**config.mk**
```make
export PLATFORM = sky130hd
export DESIGN_NAME = irq_dispatch
export DESIGN_NICKNAME = d
export VERILOG_FILES = /design/src/rtl/irq_disp_pkg.sv /design/src/rtl/irq_prio_enc.sv /design/src/rtl/irq_flag_bank.sv /design/src/rtl/irq_master_en.sv /design/src/rtl/irq_dispatch.sv
export SDC_FILE = /design/constraint.sdc
export NUM_CORES = 1
export LEC_CHECK = 0
export ABC_AREA = 1
export BUFFER_PORTS_ARGS = -buffer_cell sky130_fd_sc_hd__buf_2
export CELL_PAD_IN_SITES_DETAIL_PLACEMENT = 0
export CELL_PAD_IN_SITES_GLOBAL_PLACEMENT = 1
export CORE_UTILIZATION = 33
export DETAILED_ROUTE_END_ITERATION = 16
export PLACE_DENSITY = 0.83
export SLEW_MARGIN = 10
export SYNTH_ARGS = -nofsm -noshare
export SYNTH_HDL_FRONTEND = slang
export SYNTH_SLANG_ARGS = --single-unit
export TNS_END_PERCENT = 5
```
**constraint.sdc**
```tcl
create_clock -name clk -period 2.09 [get_ports clk]
set_input_delay 0.418 -clock clk [delete_from_list [all_inputs] [get_ports clk]]
set_output_delay 0.418 -clock clk [all_outputs]
set_load 0.02 [all_outputs]
```
**src/rtl/irq_disp_pkg.sv**
```systemverilog
package irq_disp_pkg;

   // Default register locations on the byte bus
   localparam logic [15:0] REQ_REG_ADDR  = 16'hFF0F;
   localparam logic [15:0] MASK_REG_ADDR = 16'hFFFF;

   // Master-enable action chosen in one cycle, highest rank first
   typedef enum logic [2:0] {
      ME_OFF_DI,
      ME_OFF_TAKE,
      ME_ON_RETI,
      ME_ON_DELAYED,
      ME_KEEP
   } me_action_e;

endpackage

```
**src/rtl/irq_prio_enc.sv**
```systemverilog
module irq_prio_enc #(
   parameter int N    = 5,
   parameter int ID_W = 3
) (
   input  logic [N-1:0]    req,
   output logic            any,
   output logic [ID_W-1:0] id,
   output logic [N-1:0]    onehot
);

   assign any = |req;

   // lowest set bit wins
   always_comb begin
      id = '0;
      for (int i = N - 1; i >= 0; i--) begin
         if (req[i]) id = ID_W'(i);
      end
   end

   for (genvar g = 0; g < N; g++) begin : g_bit
      if (g == 0) begin : g_first
         assign onehot[g] = req[g];
      end else begin : g_rest
         assign onehot[g] = req[g] & ~(|req[g-1:0]);
      end
   end

endmodule

```
**src/rtl/irq_flag_bank.sv**
```systemverilog
module irq_flag_bank #(
   parameter int              N         = 5,
   parameter int              DATA_W    = 8,
   parameter int              ADDR_W    = 16,
   parameter logic [ADDR_W-1:0] REQ_ADDR  = 16'hFF0F,
   parameter logic [ADDR_W-1:0] MASK_ADDR = 16'hFFFF
) (
   input  logic              clk,
   input  logic              rst_n,
   input  logic [ADDR_W-1:0] addr,
   input  logic              wr,
   input  logic [DATA_W-1:0] wdata,
   input  logic [N-1:0]      req_set,
   input  logic [N-1:0]      svc_clr,
   output logic [DATA_W-1:0] rdata,
   output logic [N-1:0]      req_q,
   output logic [N-1:0]      mask_q
);

   localparam logic [DATA_W-1:0] PAD_ONES = ~DATA_W'((1 << N) - 1);

   logic          hit_req, hit_mask;
   logic [N-1:0]  req_nxt;

   assign hit_req  = (addr == REQ_ADDR);
   assign hit_mask = (addr == MASK_ADDR);

   if (DATA_W > N) begin : g_pad
      logic unused_wdata_hi;
      assign unused_wdata_hi = ^wdata[DATA_W-1:N];
   end

   // write first, then service clear, then new requests on top
   always_comb begin
      req_nxt = (wr && hit_req) ? wdata[N-1:0] : req_q;
      req_nxt = (req_nxt & ~svc_clr) | req_set;
   end

   always_ff @(posedge clk or negedge rst_n) begin
      if (!rst_n) begin
         req_q  <= '0;
         mask_q <= '0;
      end else begin
         req_q <= req_nxt;
         if (wr && hit_mask) mask_q <= wdata[N-1:0];
      end
   end

   always_comb begin
      if (hit_req)       rdata = PAD_ONES | DATA_W'(req_q);
      else if (hit_mask) rdata = DATA_W'(mask_q);
      else               rdata = '0;
   end

endmodule

```
**src/rtl/irq_master_en.sv**
```systemverilog
module irq_master_en
   import irq_disp_pkg::*;
(
   input  logic clk,
   input  logic rst_n,
   input  logic qual,
   input  logic take,
   input  logic ei,
   input  logic di,
   input  logic reti,
   output logic ime
);

   logic       armed_q;
   me_action_e act;

   always_comb begin
      if (di)                    act = ME_OFF_DI;
      else if (take)             act = ME_OFF_TAKE;
      else if (reti)             act = ME_ON_RETI;
      else if (armed_q && qual)  act = ME_ON_DELAYED;
      else                       act = ME_KEEP;
   end

   always_ff @(posedge clk or negedge rst_n) begin
      if (!rst_n) begin
         ime     <= 1'b0;
         armed_q <= 1'b0;
      end else begin
         unique case (act)
            ME_OFF_DI, ME_OFF_TAKE: begin
               ime     <= 1'b0;
               armed_q <= 1'b0;
            end
            ME_ON_RETI, ME_ON_DELAYED: begin
               ime     <= 1'b1;
               armed_q <= 1'b0;
            end
            default: ;
         endcase
         if (ei && !di) armed_q <= 1'b1;
      end
   end

endmodule

```
**src/rtl/irq_dispatch.sv**
```systemverilog
module irq_dispatch
   import irq_disp_pkg::*;
#(
   parameter int                NUM_SRC    = 5,
   parameter int                DATA_W     = 8,
   parameter int                ADDR_W     = 16,
   parameter logic [ADDR_W-1:0] REQ_ADDR   = REQ_REG_ADDR,
   parameter logic [ADDR_W-1:0] MASK_ADDR  = MASK_REG_ADDR,
   parameter logic [ADDR_W-1:0] VEC_BASE   = 16'h0040,
   parameter int                VEC_STRIDE = 8,
   localparam int               ID_W       = (NUM_SRC > 1) ? $clog2(NUM_SRC) : 1
) (
   input  logic               clk,
   input  logic               rst_n,
   input  logic [ADDR_W-1:0]  bus_addr,
   input  logic               bus_wr,
   input  logic [DATA_W-1:0]  bus_wdata,
   output logic [DATA_W-1:0]  bus_rdata,
   input  logic [NUM_SRC-1:0] irq_req,
   input  logic               cpu_boundary,
   input  logic               cpu_prefix,
   input  logic               cpu_ei,
   input  logic               cpu_di,
   input  logic               cpu_reti,
   output logic               irq_take,
   output logic [ID_W-1:0]    irq_id,
   output logic [ADDR_W-1:0]  irq_vector,
   output logic [NUM_SRC-1:0] irq_clear,
   output logic               ime_on
);

   if (NUM_SRC < 1 || NUM_SRC > DATA_W) begin : g_bad_src
      $error("irq_dispatch: NUM_SRC must be 1..DATA_W");
   end
   if (VEC_STRIDE < 1) begin : g_bad_stride
      $error("irq_dispatch: VEC_STRIDE must be positive");
   end
   if (REQ_ADDR == MASK_ADDR) begin : g_bad_map
      $error("irq_dispatch: register addresses collide");
   end

   logic [NUM_SRC-1:0] req_w, mask_w, pend_w, onehot_w, clr_w;
   logic               any_w, qual_w, take_w;
   logic [ID_W-1:0]    id_w;
   logic [ADDR_W-1:0]  vec_w;

   irq_flag_bank #(
      .N(NUM_SRC), .DATA_W(DATA_W), .ADDR_W(ADDR_W),
      .REQ_ADDR(REQ_ADDR), .MASK_ADDR(MASK_ADDR)
   ) u_bank (
      .clk(clk), .rst_n(rst_n),
      .addr(bus_addr), .wr(bus_wr), .wdata(bus_wdata),
      .req_set(irq_req), .svc_clr(clr_w),
      .rdata(bus_rdata), .req_q(req_w), .mask_q(mask_w)
   );

   assign pend_w = req_w & mask_w;

   irq_prio_enc #(.N(NUM_SRC), .ID_W(ID_W)) u_prio (
      .req(pend_w), .any(any_w), .id(id_w), .onehot(onehot_w)
   );

   // a prefix byte does not end an instruction
   assign qual_w = cpu_boundary & ~cpu_prefix;
   assign take_w = qual_w & ime_on & any_w;
   assign clr_w  = take_w ? onehot_w : '0;
   assign vec_w  = VEC_BASE + ADDR_W'(id_w) * ADDR_W'(VEC_STRIDE);

   irq_master_en u_me (
      .clk(clk), .rst_n(rst_n),
      .qual(qual_w), .take(take_w),
      .ei(cpu_ei), .di(cpu_di), .reti(cpu_reti),
      .ime(ime_on)
   );

   always_ff @(posedge clk or negedge rst_n) begin
      if (!rst_n) begin
         irq_take   <= 1'b0;
         irq_id     <= '0;
         irq_vector <= '0;
         irq_clear  <= '0;
      end else begin
         irq_take  <= take_w;
         irq_clear <= clr_w;
         if (take_w) begin
            irq_id     <= id_w;
            irq_vector <= vec_w;
         end
      end
   end

endmodule

```
==> results of run 1 <==
==> cell usage in the layout, fill, tap and decap left out, drive strengths merged <==
cell type   n
conb       12
nor3        2
o21ai       7
clkbuf      4
nand4       6
dfrtp      22
nand3      16
buf        58
or2         1
a21oi       4
nand2      53
inv        29
nand3b      1
nor2       10
==> per-stage QoR <==
step                cell area (sq um)  setup WS [ps]  utilization  cells
floorplan                        1360            424            -    182
global placement                 1580            242        0.422    269
detailed placement               1580            232        0.422    269
CTS                              1640            226        0.437    273
global route                     1640            121        0.437    273
finish                           1640            251        0.437    273
==> logic make-up after synthesis <==
kind of cell | synth area share
flops | 0.417
buf+inv | 0.188
compound gates | 0.0502
other cells | 0.00284
simple gates | 0.342
==> power breakdown <==
part	leakage [nW]	switching (mW)	internal [mW]
registers	0.279	0.00161	0.428
logic	0.730	0.0589	0.0313
clock network	0.0288	0.130	0.168
total	1.04	0.190	0.627
==> routing by layer <==
metal | global-route usage | vias to the layer above
li1 | - | 607
met4 | 0.0326 | 0
met2 | 0.240 | 32
met3 | 0.0313 | 0
met5 | 0 | -
met1 | 0.177 | 492
==> cell type report <==
class	count	area share
Inverter	29	0.0666
Tap cell	48	0.0367
Timing Repair Buffer	58	0.182
Multi-Input combinational cell	112	0.344
Clock buffer	4	0.0337
Sequential cell	22	0.337
==> state kept, by name (all words and copies together) (netlist names) <==
register	flops
irq_clear	5
u_bank.mask_q	5
u_bank.req_q	5
irq_id	2
irq_vector	2
irq_take	1
u_me.armed_q	1
u_me.ime	1
==> how the worst min path moves through the flow <==
stage / start / cells past startpoint / slack [ps] / endpoint
3_3_place_gp: rst_n / 1 / 400 / irq_vector[6]
6_report: rst_n / 1 / 110 / irq_vector[6]
3_5_place_dp: rst_n / 1 / 410 / irq_vector[6]
2_1_floorplan: rst_n / 0 / 120 / irq_clear[0]
4_1_cts: rst_n / 1 / 120 / irq_vector[6]
5_1_grt: rst_n / 1 / 140 / irq_vector[6]
==> critical path, delay by kind of cell <==
| family | cells | cell delay, ps |
|---|---|---|
| simple gates | 6 | 630 |
| buf+inv | 3 | 370 |
==> metrics.cfg, run 1 <==
[floorplanning]
die-height_um=65.2
ios=71
start_util=0.353
die_w_um=65.2
rows=22
dieArea_sq_um=4260
core_area_sq_um=3740

[timing]
period_minus_slack_ps=1840
rsz0062_at_grt=false
finalSetupTns_ps=0
finalHoldViolCount=0
setup_viol=0
period_share=0.880
slew_violations=0
skew_ps=2.19
hold_ws_ps=108
max_freq_ghz=0.544

[synthesis]
synth_ff_type=dfrtp_1
yosys-top-cells-count=49 x nand2_1, 24 x inv_1, 22 x dfrtp_1
syn-cell-area_sq_um=1320
synth_area_per_cell_sq_um=7.72
seq_area_frac_synth=0.417
async_flop_share=1.00
yosys-top-cells-area=dfrtp_1 42%, nand2_1 14%, buf_4 10%, inv_1 6.8%, nand3_1 5.7%
ys_warn_count=0
ys_types=23
yosysTopAreaCell=dfrtp_1
synth_top_area_share=0.417
syn-instance-count=171
ys_ff_latch=22
synth_enable_flop_cells=0
synth.most_common_cell=nand2_1

[setup_path]
worstPathMaxFanout=5
cp_slowest_stage_delay_ps=170
critical-path-slowest-cell=nand2_1
crit_path_end_kind=output pin
reg2reg_from=u_bank.mask_q[0]
r2r-end=u_bank.req_q[1]
endpoint=bus_rdata[2]
cp_data_required_time_ps=1670
worst_path_most_repeated_cell=nand2_1
reg2reg_setup_slack_ps=820
cp-start-kind=primary input
r2r_cells=7
cp-startpoint=bus_addr[7]
crit_chain=buf_2 > nor2_1 > nand2_1 > nor2_4 > nand2_1 > inv_2 > nand2_1 > nand2_1 > buf_2
arrival_ps=1420
crit_type=primary input to output pin

[global_routing]
grt_pass1_vias=1061
grt_use_total=0.140
gr-total-overflow=0
antenna_found_initial=0
grt_max_degree=23
grt_pass1_wl_mm=4.55

[layout]
fin_nets=263
areaGrowthSynthToFinish_pct=23.9
regArea_sq_um=551
multiInputGateArea_sq_um=563
final.fill_count=418
antenna_cells=0
drive_above_1_share=0.356

[power_and_ir_drop]
p_leak_nw=1.04
power_mw=0.817
power_density_nw_per_um2=500
peakVddDrop_uv=413

[job]
max-cap-violations=0

[route]
vias=1131
drt_iter0_markers=46
wl_per_cell_um=9.65
dr_wl_met3_um=127
topRoutingLayerUsed=met3
drt-pass1-iter-count=4
wl_met2_mm=1.29
wl_mm=2.64
drt-met1-wl_mm=1.21
ant_nets=0
drc=0
via_per_inst=4.14

[clock_network]
clockBufferDepth=2
hold_buffers=0
clock_sink_count=22
post-cts-setup-buffers=0
clkLatencyLatePin_ps=260
ctsResizeCount=0
clk_pin_slew_ps=80
root_buffer=clkbuf_8
cts_tree=done
h-tree-depth=1
cts_made_buffers=3

[placed_design]
gp_congestion=0.735
dp_hpwl_mm=2.17
io_buffer_count=55

[run_status]
outcome=finished, final reports clean

[min_path]
min_path_type=primary input to asynchronous set/reset pin

Note: power is estimated with default switching activity, not from simulation.
==> run 2, diff against run 1 <==
--- a/config.mk
+++ b/config.mk
@@ -11,6 +11,8 @@
 export CELL_PAD_IN_SITES_GLOBAL_PLACEMENT = 1
 export CORE_UTILIZATION = 33
 export DETAILED_ROUTE_END_ITERATION = 16
+export GPL_TIMING_DRIVEN = 0
+export MAX_ROUTING_LAYER = met4
 export PLACE_DENSITY = 0.83
 export SLEW_MARGIN = 10
 export SYNTH_ARGS = -nofsm -noshare
==> metrics.cfg, run 2 (synthesis results as in run 1) <==
[timing]
period_minus_slack_ps=1920  ; +80.8 ps
max_freq_ghz=0.521  ; -4.2%
period_share=0.919  ; +0.0387
skew_ps=2.18  ; -0.00730 ps
setup_viol=0  ; unchanged
finalSetupTns_ps=0  ; unchanged
finalHoldViolCount=0  ; unchanged
slew_violations=0  ; unchanged
rsz0062_at_grt=false
fin_ws_ps=170  ; -80.9 ps

[clock_network]
post-cts-setup-buffers=0  ; unchanged
h-tree-depth=1  ; unchanged
clk_pin_slew_ps=80  ; about the same
hold_buffers=0  ; unchanged
clock_sink_count=22  ; unchanged
clkLatencyLatePin_ps=270  ; about the same
cts_tree=done
ctsResizeCount=0  ; unchanged
cts_made_buffers=3  ; unchanged
clockBufferDepth=2  ; unchanged
root_buffer=clkbuf_8

[route]
drt_iter0_markers=25  ; -46%
ant_nets=0  ; unchanged
drt-pass1-iter-count=5  ; +1
wl_mm=2.79  ; +6.0%
drc=0  ; unchanged
wl_per_cell_um=9.69  ; +0.44%
vias=1191  ; +5.3%
via_per_inst=4.14  ; -0.18%

[global_routing]
grt_pass1_vias=1109  ; +4.5%
antenna_found_initial=0  ; unchanged
gr-total-overflow=0  ; unchanged
grt_max_degree=23  ; unchanged
grt_pass1_wl_mm=4.78  ; +5.1%
grt_use_total=0.154  ; +0.0143

[setup_path]
worst_path_most_repeated_cell=buf_2
arrival_ps=1500  ; +80 ps
cp_slowest_stage_delay_ps=330  ; +160 ps
worstPathMaxFanout=8  ; +3
crit_chain=buf_2 > nand2_1 > nor2_2 > nand2_2 > nor3_4 > nand3_1 > o21ai_1 > buf_2
critical-path-slowest-cell=nor3_4
cp_data_required_time_ps=1670  ; about the same
cp-start-kind=primary input
crit_type=primary input to output pin
crit_path_end_kind=output pin

[power_and_ir_drop]
p_sw_frac=0.219  ; -0.0135
peakVddDrop_uv=291  ; -30%
p_leak_nw=1.12  ; +8.3%
p_switching_mw=0.205  ; +7.7%
p_seq_frac=0.460  ; -0.066
p_clk_frac=0.424  ; +0.060
power_density_nw_per_um2=530  ; +6.1%
power_mw=0.935  ; +14%
p_comb_frac=0.116  ; +0.006
intPower_mw=0.730  ; +16%

[layout]
fin_nets=278  ; +5.7%
areaGrowthSynthToFinish_pct=33.6
drive_above_1_share=0.392  ; +0.0361
fin_cells=288  ; +5.5%
reg_top3=irq_clear (5), u_bank.mask_q (5), u_bank.req_q (5)
layout_common_cells=54 x buf_2, 49 x nand2_1, 24 x inv_1
antenna_cells=0  ; unchanged
final_common_cell=buf_2

[placed_design]
gp_congestion=0.734  ; about the same
pre_cts_slack_ps=164  ; -67.6 ps
dp_cells=284  ; +5.6%
io_buffer_count=54  ; -1.8%
dp_hpwl_mm=2.28  ; +5.2%

[run_status]
outcome=finished, final reports clean

[min_path]
min_path_type=primary input to asynchronous set/reset pin

[floorplanning]
rows=22  ; unchanged
dieArea_sq_um=4260  ; unchanged
die-height_um=65.2  ; unchanged
die_w_um=65.2  ; unchanged
core_area_sq_um=3740  ; unchanged
start_util=0.353  ; unchanged
ios=71  ; unchanged

[job]
max-cap-violations=0  ; unchanged

-- run 2: layout make-up --
cell class	instances	area, sq um
fill	405	1980
multi-input combinational	112	563
sequential	22	551
timing repair buffer	54	270
buffer	19	139
inverter	29	109
tap	48	60.1
clock buffer	3	41.3
clock inverter	1	30.0
-- run 2: metrics by stage --
step	hold slack [ps]	utilization	area (sq um)
6_report	95.5	0.471	1760
5_1_grt	124	0.471	1760
4_1_cts	114	0.471	1760
3_5_place_dp	406	0.452	1690
3_3_place_gp	405	0.452	1690
2_1_floorplan	122	-	1360
-- run 2: path summary, 6_finish.rpt --
check	start	endpoint	slack (ps)	cells after the start
setup / recovery	bus_addr[4]	bus_rdata[0]	170	8
hold / removal	rst_n	irq_take	100	1
setup reg to reg	u_bank.mask_q[0]	u_bank.req_q[1]	810	7
hold reg to reg	irq_vector[6]	irq_vector[6]	460	1
max in group asynchronous	rst_n	u_bank.req_q[1]	1670	1
min in group clk	cpu_di	u_me.armed_q	310	2
-- run 2: worst max-delay path: cells and delay by family --
family | cells | cell delay, ps
buf+inv | 2 | 280
simple gates | 5 | 700
compound gates | 1 | 120
-- run 2: power by group through the flow --
stage / clock network, mW / logic [mW] / registers (mW)
2_1_floorplan: 0 / 0.0608 / 0.440
3_3_place_gp: 0 / 0.107 / 0.438
3_5_place_dp: 0 / 0.109 / 0.438
4_1_cts: 0.405 / 0.109 / 0.430
5_1_grt: 0.428 / 0.121 / 0.430
6_report: 0.397 / 0.108 / 0.430
-- run 2: metal layers --
metal  routed length, um  global-route usage
met1                1200               0.179
met2                1370               0.254
met3                 164              0.0295
met4                  57              0.0761
met5                   0                   -
==> run 3, diff against run 2 <==
--- a/config.mk
+++ b/config.mk
@@ -7,9 +7,7 @@
 export LEC_CHECK = 0
 export ABC_AREA = 1
 export BUFFER_PORTS_ARGS = -buffer_cell sky130_fd_sc_hd__buf_2
-export CELL_PAD_IN_SITES_DETAIL_PLACEMENT = 0
-export CELL_PAD_IN_SITES_GLOBAL_PLACEMENT = 1
-export CORE_UTILIZATION = 33
+export CORE_UTILIZATION = 48
 export DETAILED_ROUTE_END_ITERATION = 16
 export GPL_TIMING_DRIVEN = 0
 export MAX_ROUTING_LAYER = met4
==> metrics.cfg, run 3 (synthesis results as in run 1) <==
[setup_path]
crit_type=primary input to output pin
arrival_ps=1490  ; about the same
worst_path_most_repeated_cell=nand2_1
worstPathMaxFanout=8  ; unchanged
reg2reg_from=u_bank.mask_q[0]
critPathBufInv=3  ; +1
cp-startpoint=bus_addr[7]
cp_slowest_stage_delay_ps=220  ; -110 ps
cp-start-kind=primary input
critical-path-slowest-cell=nor2_4
crit_path_end_kind=output pin
crit_chain=buf_2 > nor2_1 > nand2_1 > nor2_4 > nand2_1 > inv_2 > nand2_1 > nand2_1 > buf_2
cp_data_required_time_ps=1670  ; about the same
critical-path-top-delay-family=simple AND/OR/NAND/NOR gates

[global_routing]
grt_pass1_vias=954  ; -14%
antenna_found_initial=0  ; unchanged
grt_max_degree=23  ; unchanged
grt_use_total=0.193  ; +0.0389
gr-total-overflow=0  ; unchanged
grt_pass1_wl_mm=3.95  ; -17%

[clock_network]
clkLatencyLatePin_ps=300  ; +30 ps
clockBufferDepth=2  ; unchanged
clock_sink_count=22  ; unchanged
post-cts-setup-buffers=0  ; unchanged
root_buffer=clkbuf_4
cts_tree=done
cts_made_buffers=3  ; unchanged
clk_pin_slew_ps=110  ; +30 ps
ctsResizeCount=0  ; unchanged
hold_buffers=0  ; unchanged
h-tree-depth=1  ; unchanged

[power_and_ir_drop]
power_density_nw_per_um2=424  ; -20%
p_sw_frac=0.245  ; +0.0259
power_mw=0.717  ; -23%
p_seq_frac=0.600  ; +0.140
p_leak_nw=1.10  ; -1.9%
p_clk_frac=0.251  ; -0.173
intPower_mw=0.541  ; -26%
p_comb_frac=0.149  ; +0.033
peakVddDrop_uv=456  ; +57%
p_switching_mw=0.176  ; -14%

[timing]
period_minus_slack_ps=1910  ; -8.42 ps
finalHoldViolCount=0  ; unchanged
finalSetupTns_ps=0  ; unchanged
period_share=0.915  ; -0.00403
max_freq_ghz=0.523  ; +0.44%
setup_viol=0  ; unchanged
rsz0062_at_grt=false
slew_violations=0  ; unchanged
skew_ps=7.99  ; +5.81 ps

[run_status]
outcome=finished, final reports clean

[placed_design]
dp_hpwl_mm=2.07  ; -9.2%
place_area_sq_um=1670  ; -1.3%
gp_congestion=0.840  ; +14%
io_buffer_count=54  ; unchanged

[floorplanning]
ios=71  ; unchanged
rows=18  ; -18%
die_w_um=54.4  ; -17%
start_util=0.519  ; +0.166
die-height_um=54.4  ; -17%
core_area_sq_um=2540  ; -32%
dieArea_sq_um=2960  ; -30%

[layout]
final_common_cell=buf_2
layout_common_cells=54 x buf_2, 49 x nand2_1, 24 x inv_1
fin_nets=278  ; unchanged
areaGrowthSynthToFinish_pct=28.2
antenna_cells=0  ; unchanged
design_area_sq_um=1690  ; -4.0%
reg_top3=irq_clear (5), u_bank.mask_q (5), u_bank.req_q (5)
drive_above_1_share=0.389  ; -0.00255

[job]
max-cap-violations=0  ; unchanged

[route]
drc=0  ; unchanged
wl_per_cell_um=9.00  ; -7.2%
ant_nets=0  ; unchanged
wl_mm=2.42  ; -13%
via_per_inst=4.36  ; +5.4%
drt_iter0_markers=16  ; -36%
vias=1172  ; -1.6%
drt-pass1-iter-count=4  ; -1

[min_path]
min_path_type=primary input to asynchronous set/reset pin

-- run 3: changes by cell type in the layout (fill, tap and decap cells not counted), sizes merged --
cell / before / now
bufinv: 1 / 0
-- run 3: cell type report --
type,instances,area (sq um)
plain buffers,19,139
clock buffers,3,22.5
fillers,254,853
inverters,29,109
multi-input cells,112,563
flip-flops and latches,22,551
well taps,30,37.5
repair buffers,54,270
-- run 3: power groups by stage --
stage | clock network, mW | registers, mW | logic [mW]
3_3_place_gp | 0 | 0.438 | 0.106
3_5_place_dp | 0 | 0.438 | 0.107
5_1_grt | 0.211 | 0.431 | 0.119
4_1_cts | 0.187 | 0.430 | 0.107
6_report | 0.180 | 0.430 | 0.107
2_1_floorplan | 0 | 0.440 | 0.0608
-- run 3: layer usage --
layer  up-vias  routed length, um  GRT usage
met3         4                123     0.0583
li1        637                  -          -
met2        38               1200      0.309
met1       493               1060      0.236
met5         -                  0          -
met4         0                 32     0.0470
-- run 3: worst paths after layout --
path / endpoint / slack [ps] / depth (start not counted)
worst max-delay path: bus_rdata[3] / 180 / 9
worst min-delay path: u_me.ime / 50 / 1
worst max register to register: u_bank.req_q[3] / 790 / 7
worst min register to register: irq_vector[6] / 480 / 1
max in group asynchronous: irq_clear[1] / 1710 / 1
min in group clk: u_me.armed_q / 270 / 2
-- run 3: worst register-to-register path, delay by kind of cell (launching register included) --
| family | cells | cell delay, ps |
|---|---|---|
| and+or+nand+nor | 6 | 560 |
| DFF | 1 | 420 |
| AOI/OAI and AO/OA | 1 | 220 |
-- run 3: through the flow --
stage	util	cells	worst slack [ps]	hold WS (ps)
after floorplan	-	182	424	122
final	0.665	269	178	53.9
after global placement	0.656	266	198	392
after global routing	0.665	269	19.6	61.5
after detailed placement	0.656	266	177	400
after CTS	0.665	269	175	62.2
